**config.mk**
```make
export PLATFORM = sky130hd
export DESIGN_NAME = dntimer_wdog
export DESIGN_NICKNAME = d
export VERILOG_FILES = /design/src/rtl/dnt_pkg.sv /design/src/rtl/dnt_counter.sv /design/src/rtl/dnt_irq.sv /design/src/rtl/dntimer_wdog.sv
export SDC_FILE = /design/constraint.sdc
export NUM_CORES = 1
export LEC_CHECK = 0
export BUFFER_PORTS_ARGS = -buffer_cell sky130_fd_sc_hd__buf_2
export CAP_MARGIN = 20
export CORE_ASPECT_RATIO = 1.5
export CORE_MARGIN = 3
export CORE_UTILIZATION = 52
export CTS_CLUSTER_SIZE = 10
export DETAILED_ROUTE_END_ITERATION = 6
export PLACE_DENSITY = 0.87
export SYNTH_ARGS = -nofsm -noshare
export SYNTH_HDL_FRONTEND = slang
export SYNTH_SLANG_ARGS = --single-unit
```
**constraint.sdc**
```tcl
create_clock -name clk -period 2.1 [get_ports clk]
set_input_delay 0.525 -clock clk [delete_from_list [all_inputs] [get_ports clk]]
set_output_delay 0.525 -clock clk [all_outputs]
set_load 0.05 [all_outputs]
```
**src/rtl/dnt_pkg.sv**
```systemverilog
package dnt_pkg;
    localparam int BUS_W   = 32;
    localparam int EN_BIT  = 31;
    localparam int PER_BIT = 30;
    localparam int CLR_BIT = 30;

    typedef enum logic {
        REG_TRIG = 1'b0,
        REG_CNT  = 1'b1
    } reg_sel_e;
endpackage

```
**src/rtl/dnt_counter.sv**
```systemverilog
module dnt_counter #(
    parameter int CNT_W = 29
) (
    input  logic             clk,
    input  logic             rst_n,
    input  logic             tick,
    input  logic             run,
    input  logic             periodic,
    input  logic             start,
    input  logic [CNT_W-1:0] reload,
    output logic [CNT_W-1:0] count,
    output logic             expire
);
    typedef struct packed {
        logic [CNT_W-1:0] cnt;
        logic             pend;
    } cnt_st_t;

    cnt_st_t st_d, st_q;

    always_comb begin
        st_d   = st_q;
        expire = tick && run && !st_q.pend && (st_q.cnt == '0);
        if (tick && run) begin
            if (st_q.pend) begin
                st_d.cnt  = reload;
                st_d.pend = 1'b0;
            end else if (st_q.cnt == '0) begin
                if (periodic) st_d.cnt = reload;
            end else begin
                st_d.cnt = st_q.cnt - 1'b1;
            end
        end
        if (start) st_d.pend = 1'b1;
    end

    always_ff @(posedge clk) begin
        if (!rst_n) st_q <= '0;
        else        st_q <= st_d;
    end

    assign count = st_q.cnt;
endmodule

```
**src/rtl/dnt_irq.sv**
```systemverilog
module dnt_irq #(
    parameter bit WDOG_EN = 1'b1
) (
    input  logic clk,
    input  logic rst_n,
    input  logic expire,
    input  logic clr_wr,
    input  logic trig_rd,
    output logic irq,
    output logic rst_req
);
    typedef struct packed {
        logic irq;
        logic arm;
        logic bite;
    } irq_st_t;

    irq_st_t st_d, st_q;
    logic    ack;

    always_comb begin
        st_d = st_q;
        ack  = st_q.arm && trig_rd;
        if (clr_wr)   st_d.arm = 1'b1;
        else if (ack) st_d.arm = 1'b0;
        if (expire)   st_d.irq = 1'b1;
        else if (ack) st_d.irq = 1'b0;
        if (WDOG_EN && expire && st_q.irq && !ack) st_d.bite = 1'b1;
    end

    always_ff @(posedge clk) begin
        if (!rst_n) st_q <= '0;
        else        st_q <= st_d;
    end

    assign irq     = st_q.irq;
    assign rst_req = st_q.bite;
endmodule

```
**src/rtl/dntimer_wdog.sv**
```systemverilog
module dntimer_wdog #(
    parameter int CNT_W   = 29,
    parameter bit WDOG_EN = 1'b1
) (
    input  logic                     clk,
    input  logic                     rst_n,
    input  logic                     tick,
    input  logic                     bus_wr,
    input  logic                     bus_rd,
    input  logic                     bus_addr,
    input  logic [dnt_pkg::BUS_W-1:0] bus_wdata,
    output logic [dnt_pkg::BUS_W-1:0] bus_rdata,
    output logic                     irq,
    output logic                     rst_req
);
    import dnt_pkg::*;

    localparam int PAD_W = BUS_W - CNT_W;

    typedef struct packed {
        logic             en;
        logic             per;
        logic [CNT_W-1:0] reload;
        logic [BUS_W-1:0] rdata;
    } top_st_t;

    top_st_t          st_d, st_q;
    logic             trig_wr, cnt_wr, trig_rd, start, clr_wr, expire;
    logic [CNT_W-1:0] count;

    always_comb begin
        trig_wr = bus_wr && (bus_addr == REG_TRIG);
        cnt_wr  = bus_wr && (bus_addr == REG_CNT);
        trig_rd = bus_rd && (bus_addr == REG_TRIG);
        start   = trig_wr && bus_wdata[EN_BIT];
        clr_wr  = cnt_wr && bus_wdata[CLR_BIT];
        st_d    = st_q;
        if (expire && !st_q.per) st_d.en = 1'b0;
        if (trig_wr) begin
            st_d.en     = bus_wdata[EN_BIT];
            st_d.per    = bus_wdata[PER_BIT];
            st_d.reload = bus_wdata[CNT_W-1:0];
        end
        if (bus_rd) begin
            if (bus_addr == REG_TRIG)
                st_d.rdata = {st_q.en, st_q.per, {(PAD_W-2){1'b0}}, st_q.reload};
            else
                st_d.rdata = {{PAD_W{1'b0}}, count};
        end
    end

    always_ff @(posedge clk) begin
        if (!rst_n) st_q <= '0;
        else        st_q <= st_d;
    end

    dnt_counter #(.CNT_W(CNT_W)) u_cnt (
        .clk      (clk),
        .rst_n    (rst_n),
        .tick     (tick),
        .run      (st_q.en),
        .periodic (st_q.per),
        .start    (start),
        .reload   (st_q.reload),
        .count    (count),
        .expire   (expire)
    );

    dnt_irq #(.WDOG_EN(WDOG_EN)) u_irq (
        .clk     (clk),
        .rst_n   (rst_n),
        .expire  (expire),
        .clr_wr  (clr_wr),
        .trig_rd (trig_rd),
        .irq     (irq),
        .rst_req (rst_req)
    );

    assign bus_rdata = st_q.rdata;
endmodule

```
### Word-level counts from Yosys, hierarchy flattened

Cells that the tools add are included.

| word-level totals | value |
|---|---|
| input port bits | 38 |
| word-level logic and storage cells | 44 |
| register bits | 96 |
| output and inout bits | 34 |

| cells by class | value |
|---|---|
| reductions and logical operators | 21 |
| add/subtract/negate cells | 1 |
| bitwise logic cells | 1 |
| eq/ne operators | 1 |
| mux-type cells | 11 |

Operator list:

| operator | count |
|---|---|
| 29-bit 2-to-1 mux | 3 |
| 32-bit 2-to-1 mux | 1 |
| 31-bit 2-to-1 mux | 1 |
| 29-bit logical NOT | 1 |
| 29-bit by 1-bit subtractor with 29-bit output (second input constant) | 1 |
| 1-bit logical AND | 12 |
| 2-bit nonzero test | 4 |
| 1-bit 2-to-1 mux | 6 |
| 1-bit logical NOT | 3 |
| 3-bit by 2-bit != test with 1-bit output (second input constant) | 1 |
| 2-bit AND reduction | 1 |
| 1-bit NOT | 1 |

### Depth between registers and ports, before layout

| depth | value |
|---|---|
| word-level depth | 6 |
| mapped depth | 9 |
| gate-level depth less buffers | 7 |

### By module

From an unflattened synthesis, not the netlist that was laid out.

| unflattened totals | value |
|---|---|
| cell total of the unflattened synthesis | 614 |
| area total of the unflattened synthesis | 5193.7 um2 |

By module, submodules not included:

| module | cells an instance | instances | seq. area each (um2) | area an instance (um2) |
|---|---|---|---|---|
| dntimer_wdog | 311 | 1 | 1241.2 | 2892.8 |
| dnt_counter | 292 | 1 | 600.6 | 2189.6 |
| dnt_irq | 11 | 1 | 60.1 | 111.4 |

### Worst setup path before layout

OpenSTA, ideal clock, no wires.

| timing path | value |
|---|---|
| path type | reg-to-reg |
| start | register u_cnt.st_q (netlist bit u_cnt.count[8]) |
| end | register u_cnt.st_q (netlist bit u_cnt.count[19]) |
| required time | 1.972 ns |
| stages on the path, launching flop included | 10 |
| slack | -0.220 ns |
| clock period less this slack | 2.320 ns |
| setup time | 0.128 ns |
| path buffers | 4 |
| arrival | 2.192 ns |
| path through | dfxtp_1 > buf_6 > or4_4 > buf_6 > nor4_4 > a21oi_2 > buf_6 > buf_6 > a211oi_1 > o22ai_1 |

| on the way | value |
|---|---|
| longest elaborated chain between the ends | 3 |
| elaborated cells on any way between the ends | 6 |
| those cells by class | add/sub (1); eq/ne (1); mux (2); reduce/logical (2) |

RTL lines:

| what | line | source |
|---|---|---|
| start, declared | dnt_counter.sv:19 | `cnt_st_t st_d, st_q;` |
| start signal, assigned | dnt_counter.sv:39 | `else st_q <= st_d;` |
| 29-bit by 1-bit subtractor with 29-bit output / 29-bit logical NOT (equally long branches) | dnt_counter.sv:31, dnt_counter.sv:28 |  |
| 29-bit 2-to-1 mux / 3-bit by 2-bit != test with 1-bit output (equally long branches) | - |  |
| 29-bit 2-to-1 mux / 2-bit AND reduction (equally long branches) | - |  |

Parallel ways exist; a longest one is shown, timed or not.
A chain may end at the register's enable or synchronous reset.

### Worst setup path after layout

| timing path | value |
|---|---|
| start | register u_cnt.st_q (netlist bit u_cnt.count[11]) |
| end | register u_cnt.st_q (netlist bit u_cnt.count[0]) |

| on the way | value |
|---|---|
| longest elaborated chain between the ends | 3 |
| elaborated cells on any way between the ends | 5 |
| those cells by class | eq/ne (1); mux (2); reduce/logical (2) |

RTL lines:

| what | line | source |
|---|---|---|
| 29-bit logical NOT (*) | dnt_counter.sv:28 | `end else if (st_q.cnt == '0) begin` |
| 3-bit by 2-bit != test with 1-bit output (no source line) / 29-bit 2-to-1 mux (equally long branches) | - |  |
| 2-bit AND reduction (no source line) / 29-bit 2-to-1 mux (equally long branches) | - |  |

Every way passes the cells marked *; elsewhere a longest branch is shown, timed or not.

==> qor.yml <==
status:
  status: "complete, but fails checks"
  violations: "setup timing"
clocking:
  root_buffer: "clkbuf_16"
  clock_latency_ns: 0.35
  cts_tree: "done"
  clk_pin_slew_worst_paths_ns: 0.06
  cts_hold_buf: 0
  cts.sinks: 95
  htree_levels: 3
  cts_buffers: 9
  cts_buffer_depth: 2
cells_and_area:
  fin_nets: 730
  fillerInstances: 731
  areaGrowthSynthToFinish_pct: 25.77
  drive_gt1_frac: 0.3290
  fin_util: 0.6816
  antenna_cells: 0
yosys:
  syn_area_mm2: 0.005102
  syn_inst: 599
  synthFlopType: "dfxtp_1"
  synthTopCellsByArea: "dfxtp_1, mux2i_1, nand2_1"
  ys_seq_area_frac: 0.3727
  syn_nets: 638
  syn_area_per_cell_um2: 8.518
  yosysUniqueCellTypes: 55
  synth_top_area_frac: 0.3727
  yosysWarnings: 0
  ys_ff_latch: 95
  synth_edf_count: 0
  synth_async_sr_flop_share: 0
  yosysTopAreaCell: "dfxtp_1"
floorplanning:
  rows: 43
  die_height_um: 127.3
  ios: 72
  initial_core_util: 0.5419
  coreArea_mm2: 0.009415
  dieArea_mm2: 0.01106
  die_w_um: 86.88
worst_setup_path:
  r2r-start: "u_cnt.count[11]$_SDFFE_PN0P_"
  critPathRequiredTime_ns: 2.38
  slowest_stage: "or4_4"
  path_cells: "or4_4 -> nor4_4 -> buf_6 -> a21oi_4 -> buf_4 -> a2111oi_4 -> o31a_1"
  cpPeakStageDelay_ns: 0.58
  reg2reg_setup_slack_ns: -0.02
  crit_family: "simple AND/OR/NAND/NOR gates"
  endpoint_kind: "flip-flop"
  arrival_ns: 2.40
  critPathKind: "flip-flop to flip-flop"
  cp-startpoint: "u_cnt.count[11]$_SDFFE_PN0P_"
  cp_num_buf_inv: 2
  worstPathMaxFanout: 6
  crit_path_start_kind: "flip-flop"
timing:
  setup_violations: 1
  fmax_ghz: 0.4728
  hold_violations: 0
  rsz0062_at_grt: "true"
  min_period_ns: 2.115
  setup_ws_ns: -0.01509
  finClkSkew_ns: 0.007963
  worst_hold_slack_ns: 0.4203
  finalCritPeriodShare: 1.007
  slew_viol_final: 0
pwr:
  p_leak_uw: 0.003019
  ir_worst_vdd_mv: 0.5589
  power.internal_uw: 2931
  power_uw: 4064
  power.share.clock: 0.367
  p_sw_frac: 0.2789
  power.density_mw_per_mm2: 633.3
  p_switching_uw: 1133
  p_comb_frac: 0.165
  pwr-share-seq: 0.468
place:
  portBuffers: 69
  dp_hpwl_um: 9758
  gp_congestion: 0.9665
routing:
  drt_iter0_markers: 404
  drc_errors: 0
  ant_nets: 0
  drt_pass1_iterations: 5
  post_drt_wl_per_cell_um: 17.02
  wl_um: 13750
  viasPerCell: 5.897
  num_vias: 4765
run:
  max-cap-violations: 0
global_route:
  grt_pass1_vias: 4815
  top_usage_layer: "met2"
  overflow: 0
  grt_max_degree: 46
  grt_pass1_wl_um: 23050
  grtUsageMet2: 0.4483
  grt_use_met3: 0.04452
  use_met1: 0.3112
  antenna_found_initial: 0
  grt.total_usage: 0.2576
min_path:
  holdCritPathClass: "primary input to flip-flop"
  hold_start: "bus_wdata[14]"
Yosys cell counts (all sizes together), types with 2 or more instances:
cell type  number
a21boi         32
a31oi           3
nand2         117
nand3           5
nor4           13
a211oi         13
mux2i          49
or3             7
buf            49
nor2           29
o311ai          9
clkbuf         34
nor2b           4
and2            5
dfxtp          95
o22ai          19
a32oi           3
inv             6
nand4           6
nand2b          2
o211a          33
and3            3
nor3           15
a21oi           9
o21a            2
or4             9
o21ai           9
cells in the final DEF, fill, tap and decap left out, drive strengths merged, types with 2 or more instances in the layout:
cell	netlist	layout
nand3	5	5
nor2b	4	4
a21boi	32	32
nand2	117	117
a21oi	9	9
clkbuf	34	11
nor2	29	29
nand2b	2	2
buf	49	164
o311ai	9	9
mux2i	49	49
dfxtp	95	95
a32oi	3	3
or4	9	9
or3	7	7
a211oi	13	13
nor3	15	15
nand4	6	6
inv	6	6
o211a	33	33
o22ai	19	19
o21ai	9	9
and2	5	5
and3	3	3
a31oi	3	3
o21a	2	2
nor4	13	13
clkinv	0	4
per-stage QoR:
stage	setup WS, ns	instance area, µm²	cells	TNS, ns
6_report	-0.01509	6417	808	-0.01509
5_1_grt	-0.07158	6417	808	-0.6106
4_1_cts	-0.02716	6287	806	-0.04768
3_5_place_dp	-0.1878	5948	787	-2.833
3_3_place_gp	-0.1207	5948	787	-1.228
2_1_floorplan	-0.1046	5218	599	-1.226
worst reg2reg max path: cells and delay by family (launching register included):
family | cells | cell delay, ns
AOI/OAI and AO/OA | 3 | 0.53
DFF | 1 | 0.32
buffers and inverters | 2 | 0.33
and+or+nand+nor | 2 | 0.86
logic make-up (layout without fill, tap and decap cells):
family / Yosys count / count (layout) / synth area share
DFF: 95 / 95 / 0.3727
AOI/OAI and AO/OA: 143 / 143 / 0.2222
and+or+nand+nor: 221 / 221 / 0.2050
buffers and inverters: 89 / 186 / 0.1008
muxes: 49 / 49 / 0.09613
adders and majority gates: 1 / 1 / 0.002452
other: 1 / 1 / 0.0007349
area by class of cell:
| class | instances | area, µm² | share of cell area |
|---|---|---|---|
| inverters | 6 | 25.02 | 0.003899 |
| clock buffers | 11 | 232.7 | 0.03626 |
| clock inverters | 5 | 35.03 | 0.005459 |
| well taps | 112 | 140.1 | 0.02184 |
| repair buffers | 164 | 1149 | 0.1790 |
| flip-flops and latches | 95 | 1913 | 0.2981 |
| multi-input cells | 415 | 2923 | 0.4554 |
layer usage:
metal	share of wire	wire (µm)
met3	0.043	587
met5	0	0
met4	0.019	263
met1	0.41	5674
met2	0.53	7225
flip-flops by register name, summed over array words and instances, names as in the netlist:
register,flops
bus_rdata,31
u_cnt.st_q,1
u_cnt.count,29
u_irq.rst_req,1
st_q,31
u_irq.irq,1
u_irq.st_q,1
final timing paths:
path / endpoint / cells after the start
worst min-delay path: st_q[46]$_SDFFE_PN0P_ / 3
worst max register to register: u_cnt.count[0]$_SDFFE_PN0P_ / 7
worst max-delay path: u_cnt.count[0]$_SDFFE_PN0P_ / 7
worst min register to register: u_irq.rst_req$_SDFFE_PN0P_ / 1
power groups by stage:
stage / combinational (µW) / sequential (µW) / clock, µW
floorplan: 475 / 1930 / 0
global placement: 629 / 1940 / 0
detailed placement: 643 / 1940 / 0
CTS: 655 / 1900 / 1520
global route: 722 / 1910 / 1600
finish: 671 / 1900 / 1490
timing repair:
item                                    4_1_cts  5_1_grt
gates resized for setup                      13       32
endpoints found under the hold margin         0        0
pin swaps                                     4        4
endpoints found under the setup margin       31       30
gates cloned                                  0        0
buffers inserted                              3        2
Note: power is estimated with default switching activity, not from simulation.
